===== config.mk =====
export PLATFORM = sky130hd
export DESIGN_NAME = thread_slot_sched
export DESIGN_NICKNAME = d
export VERILOG_FILES = /design/src/rtl/thread_sched_pkg.sv /design/src/rtl/thread_rotor.sv /design/src/rtl/slot_table.sv /design/src/rtl/ready_picker.sv /design/src/rtl/tag_pipe.sv /design/src/rtl/thread_slot_sched.sv
export SDC_FILE = /design/constraint.sdc
export NUM_CORES = 1
export LEC_CHECK = 0
export BUFFER_PORTS_ARGS = -buffer_cell sky130_fd_sc_hd__clkbuf_2
export CAP_MARGIN = 30
export CORE_MARGIN = 2
export CORE_UTILIZATION = 45
export DETAILED_ROUTE_END_ITERATION = 6
export GPL_TIMING_DRIVEN = 0
export HOLD_SLACK_MARGIN = 0.03
export SKIP_LAST_GASP = 1
export SYNTH_ARGS = -nofsm -noshare
export SYNTH_HDL_FRONTEND = slang
export SYNTH_SLANG_ARGS = --single-unit

===== constraint.sdc =====
create_clock -name clk -period 3.83 [get_ports clk]
set_input_delay 1.149 -clock clk [delete_from_list [all_inputs] [get_ports clk]]
set_output_delay 1.149 -clock clk [all_outputs]
set_load 0.01 [all_outputs]

===== src/rtl/thread_sched_pkg.sv =====
package thread_sched_pkg;

  typedef enum logic [1:0] {
    POL_FIXED = 2'd0,
    POL_TABLE = 2'd1,
    POL_READY = 2'd2,
    POL_ALIAS = 2'd3
  } sched_policy_e;

  // Modular increment used by every wrapping counter in the block.
  function automatic int unsigned step_mod(int unsigned value, int unsigned limit);
    return (value + 1 >= limit) ? 0 : value + 1;
  endfunction

  // Candidate position k places after a base thread, wrapped to the thread count.
  function automatic int unsigned offset_mod(int unsigned base, int unsigned k,
                                             int unsigned limit);
    return (base + k) % limit;
  endfunction

endpackage


===== src/rtl/thread_rotor.sv =====
module thread_rotor
  import thread_sched_pkg::*;
#(
  parameter int N_THREADS = 4,
  parameter int N_SLOTS   = 8,
  localparam int TID_W    = (N_THREADS > 1) ? $clog2(N_THREADS) : 1,
  localparam int SLOT_W   = (N_SLOTS > 1) ? $clog2(N_SLOTS) : 1
) (
  input  logic              clk,
  input  logic              rst_n,
  output logic [TID_W-1:0]  rot_tid,
  output logic [SLOT_W-1:0] slot_idx,
  output logic              slot_last
);

  // Both walks are free running so a policy change never restarts them.
  always_ff @(posedge clk) begin
    if (!rst_n) begin
      rot_tid  <= '0;
      slot_idx <= '0;
    end else begin
      rot_tid  <= TID_W'(step_mod(int'(rot_tid), N_THREADS));
      slot_idx <= SLOT_W'(step_mod(int'(slot_idx), N_SLOTS));
    end
  end

  assign slot_last = (int'(slot_idx) == N_SLOTS - 1);

endmodule


===== src/rtl/slot_table.sv =====
module slot_table #(
  parameter int N_THREADS = 4,
  parameter int N_SLOTS   = 8,
  localparam int TID_W    = (N_THREADS > 1) ? $clog2(N_THREADS) : 1,
  localparam int SLOT_W   = (N_SLOTS > 1) ? $clog2(N_SLOTS) : 1
) (
  input  logic              clk,
  input  logic              rst_n,
  input  logic              wr_en,
  input  logic [SLOT_W-1:0] wr_slot,
  input  logic [TID_W-1:0]  wr_tid,
  input  logic              commit,
  input  logic [SLOT_W-1:0] rd_slot,
  output logic [TID_W-1:0]  rd_tid
);

  logic [TID_W-1:0] pending [N_SLOTS];
  logic [TID_W-1:0] live    [N_SLOTS];

  for (genvar g = 0; g < N_SLOTS; g++) begin : g_entry
    logic [TID_W-1:0] pending_nxt;

    // A write in the commit cycle is forwarded into the new live copy.
    assign pending_nxt = (wr_en && wr_slot == SLOT_W'(g)) ? wr_tid : pending[g];

    always_ff @(posedge clk) begin
      if (!rst_n) begin
        pending[g] <= TID_W'(g % N_THREADS);
        live[g]    <= TID_W'(g % N_THREADS);
      end else begin
        pending[g] <= pending_nxt;
        if (commit) live[g] <= pending_nxt;
      end
    end
  end

  assign rd_tid = live[rd_slot];

endmodule


===== src/rtl/ready_picker.sv =====
module ready_picker
  import thread_sched_pkg::*;
#(
  parameter int N_THREADS = 4,
  localparam int TID_W    = (N_THREADS > 1) ? $clog2(N_THREADS) : 1
) (
  input  logic [N_THREADS-1:0] ready,
  input  logic [TID_W-1:0]     last_tid,
  output logic                 found,
  output logic [TID_W-1:0]     pick
);

  logic [TID_W-1:0] cand;

  // Scan starts one past the last issued thread and wraps back to it.
  always_comb begin
    found = 1'b0;
    pick  = '0;
    cand  = '0;
    for (int k = 1; k <= N_THREADS; k++) begin
      cand = TID_W'(offset_mod(int'(last_tid), k, N_THREADS));
      if (!found && ready[cand]) begin
        found = 1'b1;
        pick  = cand;
      end
    end
  end

endmodule


===== src/rtl/tag_pipe.sv =====
module tag_pipe #(
  parameter int PIPE_DEPTH = 5,
  parameter int TID_W      = 2
) (
  input  logic                        clk,
  input  logic                        rst_n,
  input  logic                        in_valid,
  input  logic [TID_W-1:0]            in_tid,
  output logic [PIPE_DEPTH-1:0]       valid_q,
  output logic [PIPE_DEPTH*TID_W-1:0] tid_q
);

  for (genvar s = 0; s < PIPE_DEPTH; s++) begin : g_stage
    logic             src_valid;
    logic [TID_W-1:0] src_tid;

    if (s == 0) begin : g_head
      assign src_valid = in_valid;
      assign src_tid   = in_tid;
    end else begin : g_body
      assign src_valid = valid_q[s-1];
      assign src_tid   = tid_q[(s-1)*TID_W +: TID_W];
    end

    always_ff @(posedge clk) begin
      if (!rst_n) begin
        valid_q[s]               <= 1'b0;
        tid_q[s*TID_W +: TID_W]  <= '0;
      end else begin
        valid_q[s]               <= src_valid;
        tid_q[s*TID_W +: TID_W]  <= src_tid;
      end
    end
  end

endmodule


===== src/rtl/thread_slot_sched.sv =====
module thread_slot_sched
  import thread_sched_pkg::*;
#(
  parameter int N_THREADS  = 4,
  parameter int N_SLOTS    = 8,
  parameter int PIPE_DEPTH = 5,
  localparam int TID_W     = (N_THREADS > 1) ? $clog2(N_THREADS) : 1,
  localparam int SLOT_W    = (N_SLOTS > 1) ? $clog2(N_SLOTS) : 1
) (
  input  logic                        clk,
  input  logic                        rst_n,
  input  logic [N_THREADS-1:0]        thr_ready,
  input  logic [1:0]                  policy,
  input  logic                        tbl_wr_en,
  input  logic [SLOT_W-1:0]           tbl_wr_slot,
  input  logic [TID_W-1:0]            tbl_wr_tid,
  output logic                        issue_valid,
  output logic [TID_W-1:0]            issue_tid,
  output logic                        bubble,
  output logic [PIPE_DEPTH-1:0]       tag_valid,
  output logic [PIPE_DEPTH*TID_W-1:0] tag_tid
);

  sched_policy_e     pol;
  logic [TID_W-1:0]  rot_tid;
  logic [SLOT_W-1:0] slot_idx;
  logic              slot_last;
  logic [TID_W-1:0]  table_tid;
  logic [TID_W-1:0]  sel_owner;
  logic [TID_W-1:0]  last_tid;
  logic              pick_found;
  logic [TID_W-1:0]  pick_tid;
  logic [TID_W-1:0]  cand_tid;

  assign pol = sched_policy_e'(policy);

  thread_rotor #(.N_THREADS(N_THREADS), .N_SLOTS(N_SLOTS)) u_rotor (
    .clk       (clk),
    .rst_n     (rst_n),
    .rot_tid   (rot_tid),
    .slot_idx  (slot_idx),
    .slot_last (slot_last)
  );

  slot_table #(.N_THREADS(N_THREADS), .N_SLOTS(N_SLOTS)) u_table (
    .clk     (clk),
    .rst_n   (rst_n),
    .wr_en   (tbl_wr_en),
    .wr_slot (tbl_wr_slot),
    .wr_tid  (tbl_wr_tid),
    .commit  (slot_last),
    .rd_slot (slot_idx),
    .rd_tid  (table_tid)
  );

  ready_picker #(.N_THREADS(N_THREADS)) u_picker (
    .ready    (thr_ready),
    .last_tid (last_tid),
    .found    (pick_found),
    .pick     (pick_tid)
  );

  // Slot owner for the two owner-based policies.
  assign sel_owner = (pol == POL_TABLE) ? table_tid : rot_tid;

  always_comb begin
    if (pol == POL_READY) begin
      issue_valid = pick_found;
      cand_tid    = pick_tid;
    end else begin
      issue_valid = thr_ready[sel_owner];
      cand_tid    = sel_owner;
    end
    issue_tid = issue_valid ? cand_tid : '0;
    bubble    = !issue_valid;
  end

  // Round-robin memory for the ready-priority policy only.
  always_ff @(posedge clk) begin
    if (!rst_n) begin
      last_tid <= TID_W'(N_THREADS - 1);
    end else if (pol == POL_READY && issue_valid) begin
      last_tid <= issue_tid;
    end
  end

  tag_pipe #(.PIPE_DEPTH(PIPE_DEPTH), .TID_W(TID_W)) u_tags (
    .clk      (clk),
    .rst_n    (rst_n),
    .in_valid (issue_valid),
    .in_tid   (issue_tid),
    .valid_q  (tag_valid),
    .tid_q    (tag_tid)
  );

endmodule


==> results of run 1 <==
timing repair:
action | CTS | global route
resized for setup | 5 | 15
setup endpoints to repair | 4 | 4
buffers inserted | 1 | 1
pin swaps | 1 | 4
worst max path at each step:
stage,from,to,slack (ns),depth (start not counted)
floorplan,thr_ready[2],bubble,0.1,6
global placement,thr_ready[2],bubble,-0.17,7
detailed placement,thr_ready[2],bubble,-0.18,7
CTS,thr_ready[2],bubble,-0.03,7
global route,thr_ready[3],bubble,-0.04,7
finish,thr_ready[3],bubble,0.05,7
layout by cell type, fill, tap and decap left out, types with 6 or more instances in the layout:
cell type   n
dfxtp_1    38
clkbuf_2   28
and2_1     21
mux2i_1    19
nand2_1    19
nor2_1     17
edfxtp_1   16
nand3_1    12
clkbuf_1   11
nor2b_1     9
buf_4       7
nand2b_1    6
o21ai_0     6
a21oi_1     6
nor3b_1     6
nor3_1      6
clkbuf_8    6
sequential cells by signal, summed over array words and instances (netlist names):
name                      flops
u_tags.g_stage.src_tid        8
u_tags.tid_q                  2
u_table.pending              16
u_tags.g_stage.src_valid      4
u_table.live                 16
last_tid                      2
u_rotor.rot_tid               2
u_rotor.slot_idx              3
u_tags.valid_q                1
power breakdown:
| part | total [mW] | internal, mW | switching, mW |
|---|---|---|---|
| logic | 0.172 | 0.0769 | 0.0953 |
| clock network | 0.314 | 0.146 | 0.168 |
| registers | 0.622 | 0.608 | 0.0134 |
| total | 1.11 | 0.831 | 0.277 |
layer usage:
layer / GRT usage / wire length, µm
met1: 0.231 / 2380
met3: 0.0345 / 192
met5: 0 / 0
met2: 0.237 / 2040
met4: 0.0421 / 36
cell type report:
type / instances / area, µm²
clock inverter: 1 / 5.00
sequential: 54 / 1240
timing repair buffer: 30 / 164
tap: 70 / 87.6
clock buffer: 7 / 86.3
fill: 497 / 2370
buffer: 19 / 101
multi-input combinational: 167 / 1140
inverter: 3 / 11.3
cells in the mapped netlist, drive strengths merged, types with 6 or more instances:
| cell | number | area [µm²] |
|---|---|---|
| a21oi | 7 | 35.0 |
| and2 | 21 | 131 |
| clkbuf | 14 | 52.6 |
| dfxtp | 38 | 761 |
| edfxtp | 16 | 480 |
| mux2i | 19 | 190 |
| nand2 | 19 | 71.3 |
| nand2b | 6 | 37.5 |
| nand3 | 12 | 60.1 |
| nor2 | 17 | 63.8 |
| nor2b | 9 | 56.3 |
| nor3 | 6 | 30.0 |
| nor3b | 6 | 45.0 |
| o21ai | 6 | 30.0 |
kinds of logic after synthesis:
| group | after synthesis | share of synthesized area |
|---|---|---|
| fa+ha+maj | 3 | 0.0152 |
| compound gates | 31 | 0.0877 |
| buf+inv | 22 | 0.0426 |
| simple gates | 108 | 0.236 |
| mux | 24 | 0.112 |
| flops | 54 | 0.503 |
| xor+xnor | 1 | 0.00355 |
==> results.json, run 1 <==
{
  "status": "complete, no violations",
  "fin_hold_ws_ns": 0.464,
  "crit_slowest_cell": "or4_4",
  "design_area_mm2": 0.00284,
  "arrival_ns": 2.63,
  "drive_above_1_share": 0.199,
  "worst_slack_ns": 0.0503,
  "synth_ff_type": "dfxtp_1",
  "vias": 1785,
  "worst_setup_path_end_kind": "output port",
  "die_height_um": 78.0,
  "critPathTopFamily": "simple AND/OR/NAND/NOR gates",
  "hold_violations": 0,
  "area_growth_pct": 14.9,
  "grt_usage": 0.158,
  "timing.setup.tns_ns": 0,
  "tightest_slew_ns": 0.697,
  "synthArstFlopShare": 0,
  "hpwl_um": 3450,
  "postCtsHoldBufs": 0,
  "place_congestion": 0.815,
  "cts_buffers": 5,
  "grt_overflow": 0,
  "netlist_area_mm2": 0.00247,
  "crit_path_start_kind": "input pin",
  "min_period_over_period": 0.987,
  "required_ns": 2.68,
  "rsz0062_at_grt": "true",
  "wirelength_um": 4650,
  "hold_end": "u_tags.tid_q[8]",
  "post-place-cells": 341,
  "drt_iter0_markers": 79,
  "routedWlPerCell_um": 13.2,
  "synth_cell_types": 42,
  "p_leak_nw": 1.14,
  "worstSetupPathType": "in2out",
  "die-width_um": 78.0,
  "placed_area_mm2": 0.00270,
  "grt_pass1_wl_um": 7630,
  "row_count": 26,
  "fin_skew_ns": 0.00453,
  "critical_path.cell_chain": "buf_6 -> or4_4 -> a21oi_2 -> o211ai_1 -> o221ai_2 -> and2_1 -> buf_2",
  "max-slew-margin-rel": 0.535,
  "r2r-end": "u_tags.g_stage[1].src_tid[0]",
  "synth_seq_area_share": 0.503,
  "holdPathStages": 1,
  "cts_tree": "yes",
  "period_minus_slack_ns": 3.78,
  "synth_nets": 260,
  "drcViolationCount": 0,
  "design.core.area_mm2": 0.00520,
  "power_density_mw_per_mm2": 391,
  "reg2reg_setup_slack_ns": 1.64,
  "n_antenna_cell": 0,
  "reg2reg_from": "u_rotor.slot_idx[0]",
  "hold_path.startpoint": "u_tags.g_stage[4].src_tid[0]",
  "critPathMaxStageDelay_ns": 0.56,
  "final_util": 0.545,
  "clockBufferDepth": 2,
  "final_cells": 351,
  "ir_drop_uv": 218,
  "report.final.setup_viol": 0,
  "cap_violations": 0,
  "final_nets": 297,
  "synth_cells": 243,
  "drtPass1Iterations": 4,
  "worstSkewPairLatency_ns": 0.30,
  "vias_per_cell": 5.09,
  "htreeDepth": 2,
  "clk_transition_reported_paths_ns": 0.08,
  "clock_sinks": 54,
  "ys_warn_count": 0,
  "io_pins": 33,
  "syn_avg_cell_area_um2": 10.2,
  "synth_edf_count": 16,
  "reg2reg_depth": 7,
  "antenna_left": 0,
  "ys_ff_latch": 54,
  "clock-root-buffer": "clkbuf_8",
  "place.port_buffers": 28,
  "crit_buf_inv": 2,
  "antenna_found_initial": 0,
  "initial_core_util": 0.474,
  "hold_path.class": "reg2reg",
  "dp_slack_ns": -0.185,
  "max_freq_mhz": 265,
  "crit_fanout": 5,
  "slew_violations": 0,
  "grt_max_degree": 17,
  "die-area_mm2": 0.00609,
  "grt_pass1_vias": 1578,
  "p_total_mw": 1.11
}
No activity file was read; power rests on OpenSTA's default activity.
==> run 2: changes to the inputs <==
- CORE_MARGIN: 2 -> unset
==> run 2 against run 1 <==
Sequential share of layout area fell by 0.21 points. Critical path type unchanged. Flip-flop and latch count unchanged. Highest routed layer unchanged. Critical path depth is the same. Clock-buffer cell count increased by 1. Clock power shrank 4%. Largest cell class unchanged.
==> results.json, run 2 (synthesized netlist as in run 1, its figures left out) <==
{
  "drt_iter0_markers": 91,
  "drcViolationCount": 0,
  "n_antenna_cell": 0,
  "die-width_um": 76.0,
  "max-slew-margin-rel": 0.543,
  "topRoutingLayerUsed": "met4",
  "antenna_left": 0,
  "die-area_mm2": 0.00578,
  "timing.setup.tns_ns": 0,
  "hold_violations": 0,
  "clk_transition_reported_paths_ns": 0.08,
  "crit_slowest_cell": "or4_4",
  "slew_violations": 0,
  "clock_sinks": 54,
  "crit_fanout": 5,
  "clock-root-buffer": "clkbuf_8",
  "status": "complete, no violations",
  "report.final.setup_viol": 0,
  "crit_path_start_kind": "input pin",
  "worstSkewPairLatency_ns": 0.31,
  "critPathMaxStageDelay_ns": 0.55,
  "row_count": 26,
  "p_leak_nw": 1.14,
  "grt_usage": 0.172,
  "required_ns": 2.68,
  "drtPass1Iterations": 4,
  "mostFrequentLayoutCells": "38 x dfxtp_1, 27 x clkbuf_2, 21 x and2_1",
  "vias_per_cell": 5.04,
  "design.core.area_mm2": 0.00520,
  "hold_path.class": "reg2reg",
  "m1WireLength_um": 2500,
  "critical_path.cell_chain": "buf_8 -> or4_4 -> a21oi_2 -> o211ai_1 -> o221ai_2 -> and2_1 -> buf_2",
  "worst_setup_path_end_kind": "output port",
  "ir_drop_uv": 216,
  "fin_hold_ws_ns": 0.465,
  "cts_tree": "yes",
  "area_growth_pct": 15.5,
  "grt_pass1_vias": 1620,
  "max_freq_mhz": 266,
  "wl_met3_um": 145,
  "fin_skew_ns": 0.00361,
  "grt_max_degree": 17,
  "worstSetupPathType": "in2out",
  "initial_core_util": 0.474,
  "drive_above_1_share": 0.195,
  "power_density_mw_per_mm2": 386,
  "postCtsHoldBufs": 0,
  "io_pins": 33,
  "final_common_cell": "dfxtp_1",
  "vias": 1773,
  "hpwl_um": 3410,
  "min_period_over_period": 0.981,
  "place.port_buffers": 28,
  "post-place-cells": 341,
  "htreeDepth": 2,
  "period_minus_slack_ns": 3.76,
  "antenna_found_initial": 0,
  "holdPathStages": 1,
  "grt_overflow": 0,
  "place_congestion": 0.804,
  "die_height_um": 76.0,
  "tightest_slew_ns": 0.686,
  "grt_pass1_wl_um": 7810,
  "final_nets": 298,
  "worst-path-stages": 7,
  "cap_violations": 0,
  "routedWlPerCell_um": 13.3,
  "final_cells": 352,
  "wirelength_um": 4670,
  "reg2reg_depth": 8,
  "crit_buf_inv": 2,
  "wl_met2_um": 1980,
  "rsz0062_at_grt": "true",
  "arrival_ns": 2.61,
  "critPathTopFamily": "simple AND/OR/NAND/NOR gates",
  "p_total_mw": 1.10,
  "cts_buffers": 5,
  "clockBufferDepth": 2
}
## run 2: cell types whose count changed in the layout (fill, tap and decap cells not counted), sizes merged
cell | previous run | this run
buf | 10 | 11
clkbuf | 46 | 47
clkinv | 1 | 0
## run 2: layout make-up
| type | count | area (µm²) |
|---|---|---|
| Fill cell | 477 | 2360 |
| Sequential cell | 54 | 1240 |
| Multi-Input combinational cell | 167 | 1140 |
| Timing Repair Buffer | 31 | 188 |
| Buffer | 19 | 100 |
| Tap cell | 70 | 87.6 |
| Clock buffer | 8 | 80.1 |
| Inverter | 3 | 11.3 |
## run 2: metal layers
metal  vias to the layer above  GRT usage
met1                       797      0.245
li1                        945          -
met4                         0     0.0404
met3                         6     0.0503
met5                         -          0
met2                        25      0.258
## run 2: worst paths after layout
path | start | end | slack (ns)
worst max-delay path | thr_ready[3] | bubble | 0.07
worst min-delay path | u_tags.g_stage[2].src_valid | u_tags.g_stage[3].src_valid | 0.46
worst max register to register | u_rotor.slot_idx[0] | u_tags.g_stage[1].src_tid[0] | 1.56
worst min register to register | u_tags.g_stage[2].src_valid | u_tags.g_stage[3].src_valid | 0.46
## run 2: where the power goes
group,total (mW),switching (mW),internal (mW)
clock,0.300,0.170,0.130
sequential,0.622,0.0137,0.608
combinational,0.177,0.0964,0.0810
## run 2: through the flow
step | cell area, µm² | util | worst slack, ns
floorplan | 2470 | - | 0.0953
global placement | 2700 | 0.518 | -0.160
detailed placement | 2700 | 0.518 | -0.163
CTS | 2790 | 0.537 | 0.00658
global route | 2850 | 0.547 | -0.0263
finish | 2850 | 0.547 | 0.0710
## run 2: timing repair
action | 4_1_cts | 5_1_grt
pin swaps | 2 | 4
setup buffers | 1 | 2
gates cloned | 0 | 0
resized for setup | 5 | 18
endpoints found under the setup margin | 4 | 4
